File: src/rtl/i2c_scl_pkg.sv
package i2c_scl_pkg;
  typedef enum logic [3:0] {
    ST_IDLE  = 4'd0,
    ST_START = 4'd1,
    ST_HOLD  = 4'd2,
    ST_BLO   = 4'd3,
    ST_BHI   = 4'd4,
    ST_RSA   = 4'd5,
    ST_RSB   = 4'd6,
    ST_SPA   = 4'd7,
    ST_SPB   = 4'd8,
    ST_BUF   = 4'd9
  } scl_state_e;

  localparam logic [1:0] CMD_START  = 2'd0;
  localparam logic [1:0] CMD_BIT    = 2'd1;
  localparam logic [1:0] CMD_RSTART = 2'd2;
endpackage

File: src/rtl/i2c_line_sync.sv
module i2c_line_sync #(
  parameter int STAGES = 2
) (
  input  logic clk,
  input  logic rst_n,
  input  logic line_i,
  output logic line_o
);
  logic [STAGES-1:0] q;

  generate
    for (genvar i = 0; i < STAGES; i++) begin : g_stage
      if (i == 0) begin : g_first
        always_ff @(posedge clk or negedge rst_n) begin
          if (!rst_n) q[0] <= 1'b1;
          else        q[0] <= line_i;
        end
      end else begin : g_next
        always_ff @(posedge clk or negedge rst_n) begin
          if (!rst_n) q[i] <= 1'b1;
          else        q[i] <= q[i-1];
        end
      end
    end
  endgenerate

  assign line_o = q[STAGES-1];
endmodule

File: src/rtl/i2c_tick_counter.sv
module i2c_tick_counter #(
  parameter int CNT_W = 4
) (
  input  logic             clk,
  input  logic             rst_n,
  input  logic             clear_i,
  input  logic             tick_i,
  input  logic [CNT_W-1:0] target_i,
  output logic             expire_o
);
  logic [CNT_W-1:0] cnt_q, cnt_d;

  assign expire_o = tick_i && !clear_i && (cnt_q == target_i - CNT_W'(1));

  always_comb begin
    cnt_d = cnt_q;
    if (clear_i)       cnt_d = '0;
    else if (expire_o) cnt_d = '0;
    else if (tick_i)   cnt_d = cnt_q + CNT_W'(1);
  end

  always_ff @(posedge clk or negedge rst_n) begin
    if (!rst_n) cnt_q <= '0;
    else        cnt_q <= cnt_d;
  end
endmodule

File: src/rtl/i2c_scl_timer.sv
module i2c_scl_timer
  import i2c_scl_pkg::*;
#(
  parameter int CODE_W      = 3,
  parameter int SYNC_STAGES = 2
) (
  input  logic              clk,
  input  logic              rst_n,
  input  logic              tick_i,
  input  logic [CODE_W-1:0] low_code_i,
  input  logic [CODE_W-1:0] high_code_i,
  input  logic              cmd_valid_i,
  input  logic [1:0]        cmd_i,
  input  logic              tx_bit_i,
  input  logic              rx_mode_i,
  input  logic              stop_req_i,
  input  logic              scl_i,
  output logic              scl_oe_o,
  output logic              sda_oe_o,
  output logic              cmd_ready_o,
  output logic              done_o
);
  localparam int CNT_W = CODE_W + 1;

  scl_state_e state_q, state_d;
  logic bit_q, bit_d;
  logic pend_q, pend_d;
  logic nacked_q, nacked_d;
  logic done_q, done_d;
  logic scl_s, pend_eff, gated, cnt_en, cnt_clr, expire;
  logic [CNT_W-1:0] target;

  i2c_line_sync #(.STAGES(SYNC_STAGES)) u_sync (
    .clk(clk), .rst_n(rst_n), .line_i(scl_i), .line_o(scl_s)
  );

  assign gated   = (state_q == ST_BHI) || (state_q == ST_RSB) || (state_q == ST_SPB);
  assign cnt_en  = tick_i && (!gated || scl_s);
  assign cnt_clr = (state_q == ST_IDLE) || (state_q == ST_HOLD);
  assign target  = (state_q == ST_BHI) ? ({1'b0, high_code_i} + CNT_W'(2))
                                       : ({1'b0, low_code_i}  + CNT_W'(2));

  i2c_tick_counter #(.CNT_W(CNT_W)) u_cnt (
    .clk(clk), .rst_n(rst_n), .clear_i(cnt_clr), .tick_i(cnt_en),
    .target_i(target), .expire_o(expire)
  );

  assign pend_eff = pend_q || stop_req_i;

  always_comb begin
    state_d = state_q;
    bit_d   = bit_q;
    done_d  = 1'b0;
    unique case (state_q)
      ST_IDLE:  if (cmd_valid_i && cmd_i == CMD_START) begin
                  state_d = ST_START;
                  bit_d   = 1'b0;
                end
      ST_START: if (expire) begin state_d = ST_HOLD; done_d = 1'b1; end
      ST_HOLD: begin
        if (pend_eff) begin
          if (rx_mode_i && !nacked_q) begin
            state_d = ST_BLO;
            bit_d   = 1'b1;
          end else begin
            state_d = ST_SPA;
          end
        end else if (cmd_valid_i && cmd_i == CMD_BIT) begin
          state_d = ST_BLO;
          bit_d   = tx_bit_i;
        end else if (cmd_valid_i && cmd_i == CMD_RSTART) begin
          state_d = ST_RSA;
        end
      end
      ST_BLO:   if (expire) state_d = ST_BHI;
      ST_BHI:   if (expire) begin state_d = ST_HOLD; done_d = 1'b1; end
      ST_RSA:   if (expire) state_d = ST_RSB;
      ST_RSB:   if (expire) begin state_d = ST_START; bit_d = 1'b0; end
      ST_SPA:   if (expire) state_d = ST_SPB;
      ST_SPB:   if (expire) state_d = ST_BUF;
      ST_BUF:   if (expire) begin state_d = ST_IDLE; done_d = 1'b1; end
      default:  state_d = ST_IDLE;
    endcase
  end

  always_comb begin
    pend_d = pend_q;
    if (state_q == ST_IDLE || (state_q == ST_HOLD && state_d == ST_SPA))
      pend_d = 1'b0;
    else if (stop_req_i && (state_q == ST_START || state_q == ST_HOLD ||
                            state_q == ST_BLO   || state_q == ST_BHI  ||
                            state_q == ST_RSA   || state_q == ST_RSB))
      pend_d = 1'b1;
  end

  always_comb begin
    nacked_d = nacked_q;
    if (state_q == ST_IDLE || state_d == ST_SPA)
      nacked_d = 1'b0;
    else if (state_q == ST_HOLD && state_d == ST_BLO && pend_eff)
      nacked_d = 1'b1;
  end

  always_ff @(posedge clk or negedge rst_n) begin
    if (!rst_n) begin
      state_q  <= ST_IDLE;
      bit_q    <= 1'b1;
      pend_q   <= 1'b0;
      nacked_q <= 1'b0;
      done_q   <= 1'b0;
    end else begin
      state_q  <= state_d;
      bit_q    <= bit_d;
      pend_q   <= pend_d;
      nacked_q <= nacked_d;
      done_q   <= done_d;
    end
  end

  always_comb begin
    scl_oe_o = 1'b0;
    sda_oe_o = 1'b0;
    unique case (state_q)
      ST_START: sda_oe_o = 1'b1;
      ST_HOLD:  begin scl_oe_o = 1'b1; sda_oe_o = !bit_q; end
      ST_BLO:   begin scl_oe_o = 1'b1; sda_oe_o = !bit_q; end
      ST_BHI:   sda_oe_o = !bit_q;
      ST_RSA:   scl_oe_o = 1'b1;
      ST_SPA:   begin scl_oe_o = 1'b1; sda_oe_o = 1'b1; end
      ST_SPB:   sda_oe_o = 1'b1;
      default:  ;
    endcase
  end

  assign cmd_ready_o = (state_q == ST_IDLE) || (state_q == ST_HOLD && !pend_q);
  assign done_o      = done_q;
endmodule

File: config.mk
export PLATFORM = sky130hd
export DESIGN_NAME = i2c_scl_timer
export DESIGN_NICKNAME = d
export VERILOG_FILES = /design/src/rtl/i2c_scl_pkg.sv /design/src/rtl/i2c_line_sync.sv /design/src/rtl/i2c_tick_counter.sv /design/src/rtl/i2c_scl_timer.sv
export SDC_FILE = /design/constraint.sdc
export NUM_CORES = 1
export LEC_CHECK = 0
export BUFFER_PORTS_ARGS = -buffer_cell sky130_fd_sc_hd__buf_4
export CAP_MARGIN = 0
export CELL_PAD_IN_SITES_DETAIL_PLACEMENT = 1
export CELL_PAD_IN_SITES_GLOBAL_PLACEMENT = 1
export CORE_UTILIZATION = 30
export CTS_BUF_LIST = sky130_fd_sc_hd__clkbuf_2 sky130_fd_sc_hd__clkbuf_4 sky130_fd_sc_hd__clkbuf_8
export DETAILED_ROUTE_END_ITERATION = 10
export PLACE_DENSITY_LB_ADDON = 0.1
export RECOVER_POWER = 25
export SETUP_SLACK_MARGIN = 0.02
export SKIP_CTS_REPAIR_TIMING = 1
export SLEW_MARGIN = 20
export SYNTH_ARGS = -nofsm -noshare
export SYNTH_HDL_FRONTEND = slang
export SYNTH_SLANG_ARGS = --single-unit
File: constraint.sdc
create_clock -name clk -period 3.2 [get_ports clk]
set_input_delay 0.48 -clock clk [delete_from_list [all_inputs] [get_ports clk]]
set_output_delay 0.48 -clock clk [all_outputs]
set_load 0.005 [all_outputs]
==> PnR_summary.wiki <==
{| class="wikitable"
! Metric !! Value
|-
| Status || complete, no violations
|-
| Leakage power summed over all cells || approximately 0.58 nW
|-
| Max Clk Rate || 0.332 GHz
|-
| Placement row count || 21
|-
| Number of sinks driven by the clock tree || 14
|-
| Worst setup SP type || flop
|-
| Most common cell after layout, fill and taps aside || buf_4
|-
| CTS HTree Levels || 1
|-
| Clock slew at reported path FFs || 100 ps
|-
| Number of warnings printed during yosys synthesis || 0
|-
| CTS Buffer Depth || 2
|-
| Worst endpoint required time || 3370 ps
|-
| Portion of the post-synthesis area used by sequential elements || between 30 and 40%
|-
| Cell area after technology mapping || 0.00110 mm^2
|-
| Drt pass-1 iters || 4
|-
| Post-layout net count || 174
|-
| EDFF count, synth || 0
|-
| Cell-by-cell listing of the critical path || nor4b_4 -> mux2_2 -> ha_1 -> xor2_2 -> mux2i_1 -> mux2i_2 -> o32ai_1 -> a211oi_1 -> o31ai_1 -> a21oi_1
|-
| Iteration-0 DRC Markers || 33
|-
| Count of final hold-check violations || 0
|-
| Post-Place Cell Area || roughly 0.0013 mm^2
|-
| Most used flip-flop cell after synthesis || dfrtp_1
|-
| Detailed Place HPWL || about 2.3 mm
|-
| TritonCTS Buffers || 3
|-
| Number of nets with antenna violations after detailed routing || 0
|-
| Kind of critical path || flop to flop
|-
| Antenna violations before repair || 0
|-
| Power density relative to cell area || 776 mW/mm^2
|-
| Post-route clock skew || 13.7 ps
|-
| Asr flop ratio synth || 100%
|-
| Post-route cell area || 0.00134 mm^2
|-
| Die footprint || 0.00392 mm^2
|-
| VDD IR max || 0.277 mV
|-
| Global placement routability congestion || approximately 0.81
|-
| RSZ-0062 raised after global routing || no
|-
| Crit path launch || state_q[1]$_DFF_PN0_
|-
| Final max-slew violation count || 0
|-
| DR vias || roughly 1000
|-
| Tcrit/Tclk final || 94.2%
|-
| Overall die height || 62.6 um
|-
| Transition time at the pin with the least slew margin || 823 ps
|-
| Largest incremental delay on the critical path || 420 ps
|-
| Yosys top cell by area || dfrtp_1
|-
| Number of global-route vias before repair || roughly 1100
|-
| Post-Route WL || 3.11 mm
|-
| DRC violation count after routing || 0
|-
| Final TNS setup || 0 ps
|-
| Setup ws final || 186 ps
|-
| CP endpoint kind || flop
|-
| Number of distinct library cells after synthesis || 41
|-
| Cell at the root of the clock tree || clkbuf_4
|-
| Boundary pin count || 20
|-
| Fraction of synthesized cell area taken by the top area cell type || 25.0%
|-
| Max Fanout on Critical Path || 6
|-
| Number of max-capacitance violations reported || 0
|-
| Top cell family by delay on the critical path || compound AO/OA/AOI/OAI gates
|-
| Worst slew margin relative to its limit || 45.1%
|-
| Arrival time at the worst endpoint || about 3200 ps
|-
| Startpoint of the worst-slack reg-to-reg timing path || state_q[1]$_DFF_PN0_
|-
| Wire length of the first global-routing pass || around 5.5 mm
|-
| Net count after synthesis || 154
|-
| Time the worst path needs with I/O delays and setup || between 3000 and 4000 ps
|-
| Via/cell ratio || 5.27
|-
| Mapped Avg Cell Area || 8.22 um^2
|-
| Number of cells produced by synthesis || 134
|-
| Starting density of the core || between 30% and 40%
|-
| Setup-failing EPs final || 0
|-
| Number of buffers added on ports || 19
|-
| Most frequent cells in the layout || buf_4 (22), nor2_1 (15), nand2_1 (12), o21ai_0 (12), dfrtp_1 (11)
|-
| Layout cell share with drive strength beyond 1 || 25.5%
|-
| # diodes || 0
|-
| Horizontal extent of the die || 62.6 um
|-
| Sum of overflow across all layers after global routing || 0
|-
| GRT Resource Usage Total || 17.5%
|-
| Tightest Hold Check Type || primary input to asynchronous set/reset pin
|-
| Pin count of the biggest net entering global routing || 22
|-
| Combined buffer and inverter count along the critical path || 0
|-
| Worst slack after detailed placement || 194 ps
|-
| Flip-flop and latch count after synthesis || 14
|-
| Signed area change from the synthesized netlist to the final layout || 21.4%
|-
| Average routed wire per standard cell || between 15 and 20 um
|-
| Worst skew pair latency || 300 ps
|-
| Final-layout fill cell count || 417
|-
| Area of the core || 0.00342 mm^2
|-
| CTS tree || done
|-
| Critical-path cell with the highest stage delay || dfrtp_1
|-
| Area contributors post-synth || dfrtp_1 (25%), dfstp_2 (7.2%), o21ai_0 (5.5%)
|}
[kinds of logic after synthesis]
| logic type | Yosys count | synth area share (%) |
|---|---|---|
| simple gates | 51 | 23.4 |
| compound gates | 37 | 22.3 |
| buf+inv | 15 | 5.45 |
| flops | 14 | 32.2 |
| mux | 7 | 7.39 |
| xor+xnor | 6 | 4.77 |
| fa+ha+maj | 4 | 4.55 |
[state kept, by name, summed over array words and instances, names as in the netlist]
| signal | count |
|---|---|
| bit_q | 1 |
| done_o | 1 |
| nacked_q | 1 |
| pend_q | 1 |
| state_q | 4 |
| u_cnt.cnt_q | 4 |
| u_sync.line_o | 1 |
| u_sync.q | 1 |
[stage by stage]
step           hold WS (ps)  instances  util, %  total power, mW
2_1_floorplan           184        134        -            0.718
3_3_place_gp            349        195     38.0            0.891
3_5_place_dp            352        195     38.0            0.908
4_1_cts                25.6        199     38.9             1.04
5_1_grt                 279        199     39.1             1.13
6_report                242        199     39.1             1.04
[Yosys cell counts, types with 2 or more instances]
master	number
nor3_1	8
xor2_1	5
o31ai_1	3
mux2_2	2
o32ai_1	2
inv_1	7
dfrtp_1	11
clkbuf_1	5
ha_1	4
mux2i_1	3
o21ai_0	12
dfstp_2	3
nand3_1	5
or3_1	3
a21oi_1	8
nand2_1	12
buf_2	3
nor2_1	15
[layer usage]
| metal | GRT usage (%) | share of wire (%) |
|---|---|---|
| met1 | 23.8 | 50 |
| met2 | 28.3 | 45 |
| met3 | 4.01 | 3.7 |
| met4 | 3.49 | 1.0 |
| met5 | 0 | 0 |
[worst paths after layout]
kind	slack [ps]	cells after the start	to
worst max-delay path	190	10	nacked_q$_DFFE_PN0P_
worst min-delay path	240	1	u_cnt.cnt_q[3]$_DFFE_PN0P_
worst max register to register	190	10	nacked_q$_DFFE_PN0P_
worst min register to register	360	0	u_sync.line_o$_DFF_PN1_
max in group asynchronous	2440	1	pend_q$_DFFE_PN0P_
min in group clk	290	1	u_sync.q[0]$_DFF_PN1_
[cell type report]
type | instances | area [um^2] | share of cell area, %
multi-input cells | 105 | 699 | 52.3
flip-flops and latches | 14 | 354 | 26.5
repair buffers | 23 | 169 | 12.6
well taps | 46 | 57.6 | 4.31
clock buffers | 4 | 30.0 | 2.25
inverters | 7 | 26.3 | 1.97
[power by group]
group	switching, mW	internal [mW]
Clock	0.0664	0.0570
Sequential	0.0615	0.238
Combinational	0.354	0.260
Total	0.482	0.555
(Power assumes the default switching activity.)
